File: config.mk
export PLATFORM = sky130hd
export DESIGN_NAME = decade_freq_meter
export DESIGN_NICKNAME = d
export VERILOG_FILES = /design/src/rtl/fcnt_pkg.sv /design/src/rtl/fcnt_timebase.sv /design/src/rtl/fcnt_datapath.sv /design/src/rtl/decade_freq_meter.sv
export SDC_FILE = /design/constraint.sdc
export NUM_CORES = 1
export LEC_CHECK = 0
export BUFFER_PORTS_ARGS = -buffer_cell sky130_fd_sc_hd__clkbuf_2
export CORE_ASPECT_RATIO = 0.8
export CORE_MARGIN = 2
export CORE_UTILIZATION = 50
export DETAILED_ROUTE_END_ITERATION = 12
export PLACE_DENSITY_LB_ADDON = 0.15
export SLEW_MARGIN = 0
export SYNTH_ARGS = -nofsm -noshare
export SYNTH_HDL_FRONTEND = slang
export SYNTH_SLANG_ARGS = --single-unit
File: constraint.sdc
create_clock -name clk -period 3.6 [get_ports clk]
set_clock_uncertainty 0.1 [all_clocks]
set_input_delay 0.36 -clock clk [delete_from_list [all_inputs] [get_ports clk]]
set_output_delay 0.36 -clock clk [all_outputs]
set_load 0.01 [all_outputs]
File: src/rtl/fcnt_pkg.sv
package fcnt_pkg;
  localparam int NUM_DIGITS = 3;
  localparam int BCD_W      = 4;

  // Strobes from the time base to the counting datapath
  typedef struct packed {
    logic countEn;   // counting phase: accept rising edges
    logic capture;   // first rest cycle: copy count into hold registers
    logic clear;     // remaining rest cycles: zero the counters
  } gateStrobes_t;
endpackage

File: src/rtl/fcnt_timebase.sv
module fcnt_timebase
  import fcnt_pkg::*;
#(
  parameter int PRESCALE_LOG2 = 14
) (
  input  logic         clk,
  input  logic         rst,
  output gateStrobes_t strb,
  output logic         countPhase
);
  // prescale stage plus a further divide by four; top bit is the gate
  localparam int TB_W = PRESCALE_LOG2 + 2;
  localparam logic [TB_W-1:0] HALF = {1'b1, {(TB_W-1){1'b0}}};

  logic [TB_W-1:0] tbCnt;
  logic            gateRest;

  always_ff @(posedge clk) begin
    if (rst) tbCnt <= '0;
    else     tbCnt <= tbCnt + 1'b1;
  end

  always_comb begin
    gateRest     = tbCnt[TB_W-1];
    countPhase   = ~gateRest;
    strb.countEn = ~gateRest;
    strb.capture = (tbCnt == HALF);
    strb.clear   = gateRest & ~strb.capture;
  end

  // the end of counting is always followed by capture in the same cycle
  end_capture_chk: assert property (@(posedge clk) disable iff (rst)
    $fell(strb.countEn) |-> strb.capture);

  // capture is followed by clearing, never by counting
  capture_clear_chk: assert property (@(posedge clk) disable iff (rst)
    strb.capture |=> (strb.clear && !strb.countEn));

  // at most one strobe active at a time
  strobe_excl_chk: assert property (@(posedge clk) disable iff (rst)
    $onehot0({strb.countEn, strb.capture, strb.clear}));
endmodule

File: src/rtl/fcnt_datapath.sv
module fcnt_datapath
  import fcnt_pkg::*;
(
  input  logic                          clk,
  input  logic                          rst,
  input  logic                          sigIn,
  input  gateStrobes_t                  strb,
  output logic [NUM_DIGITS*BCD_W-1:0]   heldFlat,
  output logic                          heldOvf
);
  localparam logic [BCD_W-1:0] NINE = BCD_W'(9);

  logic [1:0] syncQ;
  logic       prevLvl;
  logic       riseEv;

  always_ff @(posedge clk) begin
    if (rst) begin
      syncQ   <= '0;
      prevLvl <= 1'b0;
    end else begin
      syncQ   <= {syncQ[0], sigIn};
      prevLvl <= syncQ[1];
    end
  end

  assign riseEv = syncQ[1] & ~prevLvl;

  logic [BCD_W-1:0]    cnt  [NUM_DIGITS];
  logic [BCD_W-1:0]    held [NUM_DIGITS];
  logic [NUM_DIGITS-1:0] isNine;
  logic [NUM_DIGITS:0]   carry;
  logic                allNine;
  logic                ovfRun;

  assign allNine  = &isNine;
  assign carry[0] = riseEv & strb.countEn & ~allNine;

  for (genvar i = 0; i < NUM_DIGITS; i++) begin : g_digit
    assign isNine[i]  = (cnt[i] == NINE);
    assign carry[i+1] = carry[i] & isNine[i];

    always_ff @(posedge clk) begin
      if (rst || strb.clear)  cnt[i] <= '0;
      else if (carry[i])      cnt[i] <= isNine[i] ? '0 : cnt[i] + 1'b1;
    end

    always_ff @(posedge clk) begin
      if (rst)               held[i] <= '0;
      else if (strb.capture) held[i] <= cnt[i];
    end

    assign heldFlat[i*BCD_W +: BCD_W] = held[i];


    digit_range_chk: assert property (@(posedge clk) disable iff (rst)
      (cnt[i] <= NINE) && (held[i] <= NINE));


    cleared_zero_chk: assert property (@(posedge clk) disable iff (rst)
      strb.clear |=> (cnt[i] == '0));
  end

  always_ff @(posedge clk) begin
    if (rst || strb.clear)                    ovfRun <= 1'b0;
    else if (riseEv && strb.countEn && allNine) ovfRun <= 1'b1;
  end

  always_ff @(posedge clk) begin
    if (rst)               heldOvf <= 1'b0;
    else if (strb.capture) heldOvf <= ovfRun;
  end


  sat_hold_chk: assert property (@(posedge clk) disable iff (rst)
    ovfRun |-> allNine);


  held_stable_chk: assert property (@(posedge clk) disable iff (rst)
    !strb.capture |=> ($stable(heldFlat) && $stable(heldOvf)));
endmodule

File: src/rtl/decade_freq_meter.sv
module decade_freq_meter
  import fcnt_pkg::*;
#(
  parameter int PRESCALE_LOG2 = 14
) (
  input  logic       clk,
  input  logic       rst,
  input  logic       sigIn,
  output logic       countPhase,
  output logic [3:0] onesBcd,
  output logic [3:0] tensBcd,
  output logic [3:0] hundredsBcd,
  output logic       overRange
);
  gateStrobes_t                 strb;
  logic [NUM_DIGITS*BCD_W-1:0]  heldFlat;

  fcnt_timebase #(.PRESCALE_LOG2(PRESCALE_LOG2)) u_tb (
    .clk        (clk),
    .rst        (rst),
    .strb       (strb),
    .countPhase (countPhase)
  );

  fcnt_datapath u_dp (
    .clk      (clk),
    .rst      (rst),
    .sigIn    (sigIn),
    .strb     (strb),
    .heldFlat (heldFlat),
    .heldOvf  (overRange)
  );

  assign onesBcd     = heldFlat[3:0];
  assign tensBcd     = heldFlat[7:4];
  assign hundredsBcd = heldFlat[11:8];
endmodule

[Yosys cells after proc, flatten, opt, wreduce, memory -nomap -nowiden]
Memory sizes are Yosys's and may differ from the RTL's.
Cells that the tools add are included.
Storage, ports and cells
  bits in read-only memories: 0
  memories kept: 2
  output and inout bits: 14
  flip-flop bits (word level): 21
  latch bits: 0
  memory bits (writable): 24
Cells by class
  bitwise operators: 16
  $add $sub $neg: 4
  mux-type cells: 25
  shifts and indexed selects: 0
  eq/ne operators: 4
  magnitude comparators: 0
  reductions and logical operators: 4
  divide/modulo/power cells: 0
  $mul: 0
Memory list
  u_dp.cnt: words 3, bits a word 4, rd ports 3, clocked after memory_dff 0, wr ports 3, line fcnt_datapath.sv:29  | logic [BCD_W-1:0] cnt [NUM_DIGITS];
  u_dp.held: words 3, bits a word 4, rd ports 3, clocked after memory_dff 0, wr ports 3, line fcnt_datapath.sv:30  | logic [BCD_W-1:0] held [NUM_DIGITS];
Operator list (count)
  4-bit two-way mux: 9
  16-bit by 1-bit adder with 16-bit output (second input constant): 1
  16-bit equality test (second input constant): 1
  1-bit two-way mux: 16
  4-bit by 1-bit adder with 4-bit output (second input constant): 3
  4-bit equality test (second input constant): 3
  1-bit AND: 6
  1-bit bitwise OR: 6
  1-bit inverter: 4
  3-bit AND reduction: 1
  1-bit logical AND: 2
  1-bit logical OR: 1

[Logic depth before layout (Yosys ltp)]
  word-level depth: 10
  gate-level depth with buffers: 6
  gate-level depth less buffers: 6

[Hierarchy]
From an unflattened synthesis, not the netlist that was laid out.
Unflattened totals
  cells, all modules: 193
  area total of the unflattened synthesis: 2152.1 um^2
Modules (own cells, without submodules)
  fcnt_datapath: instances 1, seq. area each 820.8 um^2, cells an instance 102, area each 1357.6 um^2
  fcnt_timebase: instances 1, seq. area each 320.3 um^2, cells an instance 91, area each 794.5 um^2

[Worst setup path before layout]
Ideal clock, no wire load.
  kind: reg-to-reg
  start: register u_tb.tbCnt[15]
  end: memory u_dp.cnt[2][0] (enable)
  stages on the path, launching flop included: 4
  path buffers: 0
  setup slack: 1763 ps
  setup time: 361 ps
  data arrival time: 1376 ps
  cells stage by stage: dfxtp_1 -> or3b_4 -> or2_4 -> o21ai_0
RTL lines
  from (decl): line fcnt_timebase.sv:15  | logic [TB_W-1:0] tbCnt;
  from (signal assigned): line fcnt_timebase.sv:20  | else tbCnt <= tbCnt + 1'b1;
  to (decl): line fcnt_datapath.sv:29

==> results.md <==
- RSZ-0062 raised after global routing: no
- Reg2reg start: u_tb.tbCnt[0]$_SDFF_PP0_
- Hold bufs inserted after CTS: 0
- Storage cell area: 0.00114 sq mm
- Remaining global-route overflow: 0
- Number of buffers added for setup after CTS: 0
- Post-synth net total: 197
- Area fraction in and, or, nand and nor cells after synthesis: 24.0%
- Met3 global-route usage: 3.99%
- HP Class: input port to flop
- Antenna fix cells: 0
- Total power density per cell area: 443 mW/mm^2
- Overall via count from detail_route: 1369
- Clk root buf: clkbuf_8
- Crit path kind: flop to flop
- Slew at the pin closest to its max-slew limit: 749 ps
- Layer with the highest usage after global routing: met1
- Post-detailed-placement half-perimeter wirelength: 2.60 mm
- Non-filler cells in the finished layout: 261
- Met1 capacity usage during global routing: 26.3%
- Hold Crit Start: sigIn
- Latest clock arrival within the worst-skew pair: 300 ps
- Endpoint of the worst-slack reg-to-reg timing path: u_dp.held[0][3]$_SDFFCE_PN0P_
- Final worst path period need: 2290 ps
- Mean area per synthesized cell: 10.8 sq um
- GPL Wtd Cong: 0.772
- Number of rows created at floorplan: 20
- Cell type contributing the most total cell area after synthesis: edfxtp_1
- Share of the synthesized netlist area taken by xor and xnor gates: 6.97%
- Endpoint kind of the worst setup timing path: flop
- Outcome: completed
- Floorplan die area: 0.00455 sq mm
- Layout Utilization: 59.1%
- Critical path launch point type: flop
- Number of cells produced by synthesis: 186
- Die W: 74.9 um
- Via count of the first global-routing pass: 1205
- Total Routing Usage GR: 17.3%
- Number of sinks driven by the clock tree: 45
- Die Ht: 60.7 um
- Clock input transition at the sequential cells of the worst setup and hold paths: 80 ps
- Core Footprint: 0.00383 sq mm
- Number of top-level design ports: 17
- Predominant post-synthesis flop cell: edfxtp_1
- Largest cells by area after synthesis: edfxtp_1 36%, dfxtp_1 21%, nor2_1 5.2%, ha_1 5.0%, xor2_1 4.4%
- Dominant combinational cell family by area after synthesis: simple AND/OR/NAND/NOR gates
- Initial antenna violation count: 0
- Proportion of register bits with asynchronous set or reset after synthesis: 0%
- Vias per cell: 5.25
- H-tree levels: 2
- Global-route wire length before repair: 5.75 mm
- Most numerous cell in the Yosys netlist: nor2_1
- Setup TNS after final layout: 0 ps
- ANT nets after route: 0
- Power Total: 1.00 mW
- Worst Reg-to-Reg Cells: 6
- Total wire length: 3.54 mm
- Total of warnings raised by yosys: 0
- Critical path fanouts, max: 9
- Post-synth top area share: 35.8%
- Wirelength per Cell: 13.6 um
- Buffers from clock root to sink, at most: 2
- Number of DRC markers in iteration 0: 136
- Worst slew margin relative to its limit: 49.7%
- Leakage dissipation: 0.841 nW
- Endpoint arrival time on the critical path: 2360 ps
- Syn-to-layout area delta: 12.4%
- Req. time, crit path: 3670 ps
- Number of buffer cells added on primary ports: 16
- Starting density of the core: 52.5%
- Fin nets: 216
- Length of the first detailed-routing pass in iterations: 4
- Synth cell count leaders: 28 x nor2_1, 24 x edfxtp_1, 21 x dfxtp_1, 12 x and2_1, 10 x xor2_1
- Flops & latches, synth: 45
- Multi-input combinational cell area: 830 sq um
- Final worst path period share: 63.7%
- Maximum number of pins on one net before global-route repair: 33
- Worst setup slack for register-to-register paths: 1310 ps
- Final Max Tran Viols: 0
- Part of the Yosys area used for sequential elements: 56.7%
- Combined area of all synthesized cells: 0.00201 sq mm
- Post-synthesis mux area share: 0.498%
- WHS Endpoint: u_dp.syncQ[0]$_SDFF_PP0_
- Number of hold violations in the final report: 0
- Synth Area in Adders: 4.98%
- Cells on Worst Hold Path: 2
- Num CTS Buffers: 5
- Cts repair resizes: 0
- Synth unique cells: 33
- Max rail drop VDD: 254 uV
- M2 GR Usage: 23.9%
- Setup violation total in the final timing report: 0
- Number of enable flip-flop cells after synthesis: 24
- MaxCap Viol Count: 0
- Post-detailed-route DRC marker count: 0
- Max frequency: 0.436 GHz
- Share of final-layout standard cells stronger than drive strength 1: 13.1%
- Area fraction in compound gates after synthesis: 4.79%
- TritonCTS clock tree: built
- Placed Cells incl. Taps: 253
- Number of inserted filler cells in the final layout: 334
per-stage QoR:
step           setup WS (ps)  instance area [sq um]  hold slack, ps
5_1_grt                 1060                   2260             190
6_report                1310                   2260             171
2_1_floorplan           1760                   2010             314
3_5_place_dp            1310                   2150             328
3_3_place_gp            1470                   2150             326
4_1_cts                 1290                   2260             178
how the worst max path moves through the flow:
stage,from,endpoint,slack [ps],cells after the start
2_1_floorplan,u_tb.tbCnt[15]$_SDFF_PP0_,u_dp.cnt[2][0]$_SDFFCE_PP0P_,1760,3
3_3_place_gp,u_tb.tbCnt[0]$_SDFF_PP0_,u_dp.held[1][2]$_SDFFCE_PN0P_,1470,6
3_5_place_dp,u_tb.tbCnt[0]$_SDFF_PP0_,u_dp.held[0][3]$_SDFFCE_PN0P_,1310,6
4_1_cts,u_tb.tbCnt[0]$_SDFF_PP0_,u_dp.held[0][3]$_SDFFCE_PN0P_,1290,6
5_1_grt,u_tb.tbCnt[0]$_SDFF_PP0_,u_dp.held[1][3]$_SDFFCE_PN0P_,1060,6
6_report,u_tb.tbCnt[0]$_SDFF_PP0_,u_dp.held[0][3]$_SDFFCE_PN0P_,1310,6
cell families (layout without fill, tap and decap cells):
group / after synthesis / count (layout)
AOI/OAI and AO/OA: 16 / 16
xor gates and xnor gates: 16 / 16
adders and majority gates: 8 / 8
buffers and inverters: 11 / 31
DFF: 45 / 45
muxes: 1 / 1
and+or+nand+nor: 89 / 89
state kept, by name, indices dropped and copies added, names as in the netlist:
signal	count
u_dp.held	12
u_dp.ovfRun	1
u_dp.prevLvl	1
u_dp.heldOvf	1
u_dp.cnt	12
u_dp.syncQ	2
u_tb.tbCnt	16
layer usage:
metal	wire [um]	vias to the layer above	part of all wire, %
li1	-	688	-
met1	1870	646	53
met2	1480	30	42
met3	152	5	4.3
met4	32	0	0.90
met5	0	-	0
critical path: stages, from the launching register on:
cell,delay (ps)
dfxtp_1,350
inv_1,70
ha_1,130
nor4b_1,290
nand4_1,340
nor3_1,680
and2_1,220
power by group:
group,leakage (nW),switching (mW),total (mW),internal [mW]
Clock,0.0585,0.165,0.391,0.226
Sequential,0.419,0.0114,0.565,0.554
Combinational,0.363,0.0291,0.0470,0.0179
Total,0.841,0.205,1.00,0.798
cell type report:
class,instances,area share [%]
well taps,55,3.04
clock inverters,1,1.33
multi-input cells,130,36.7
clock buffers,7,3.82
flip-flops and latches,45,50.4
inverters,7,1.16
repair buffers,16,3.54
placed cells by master, fill, tap and decap left out, drive strengths merged:
| master | n |
|---|---|
| bufinv | 1 |
| a21bo | 1 |
| nand4 | 6 |
| a21oi | 6 |
| nand3 | 6 |
| dfxtp | 21 |
| xor2 | 10 |
| or2 | 2 |
| or2b | 1 |
| nor2 | 28 |
| a2111o | 1 |
| or3b | 1 |
| nor4 | 5 |
| nand3b | 4 |
| or4 | 1 |
| nand2b | 2 |
| clkbuf | 23 |
| or3 | 3 |
| edfxtp | 24 |
| nand2 | 6 |
| o31ai | 1 |
| inv | 7 |
| nor4b | 1 |
| a22oi | 1 |
| xnor2 | 6 |
| and3 | 2 |
| nor3 | 3 |
| mux2i | 1 |
| o21ai | 6 |
| and4 | 2 |
| and2 | 12 |
| ha | 8 |
| nor2b | 4 |
No activity file was read; power rests on OpenSTA's default activity.
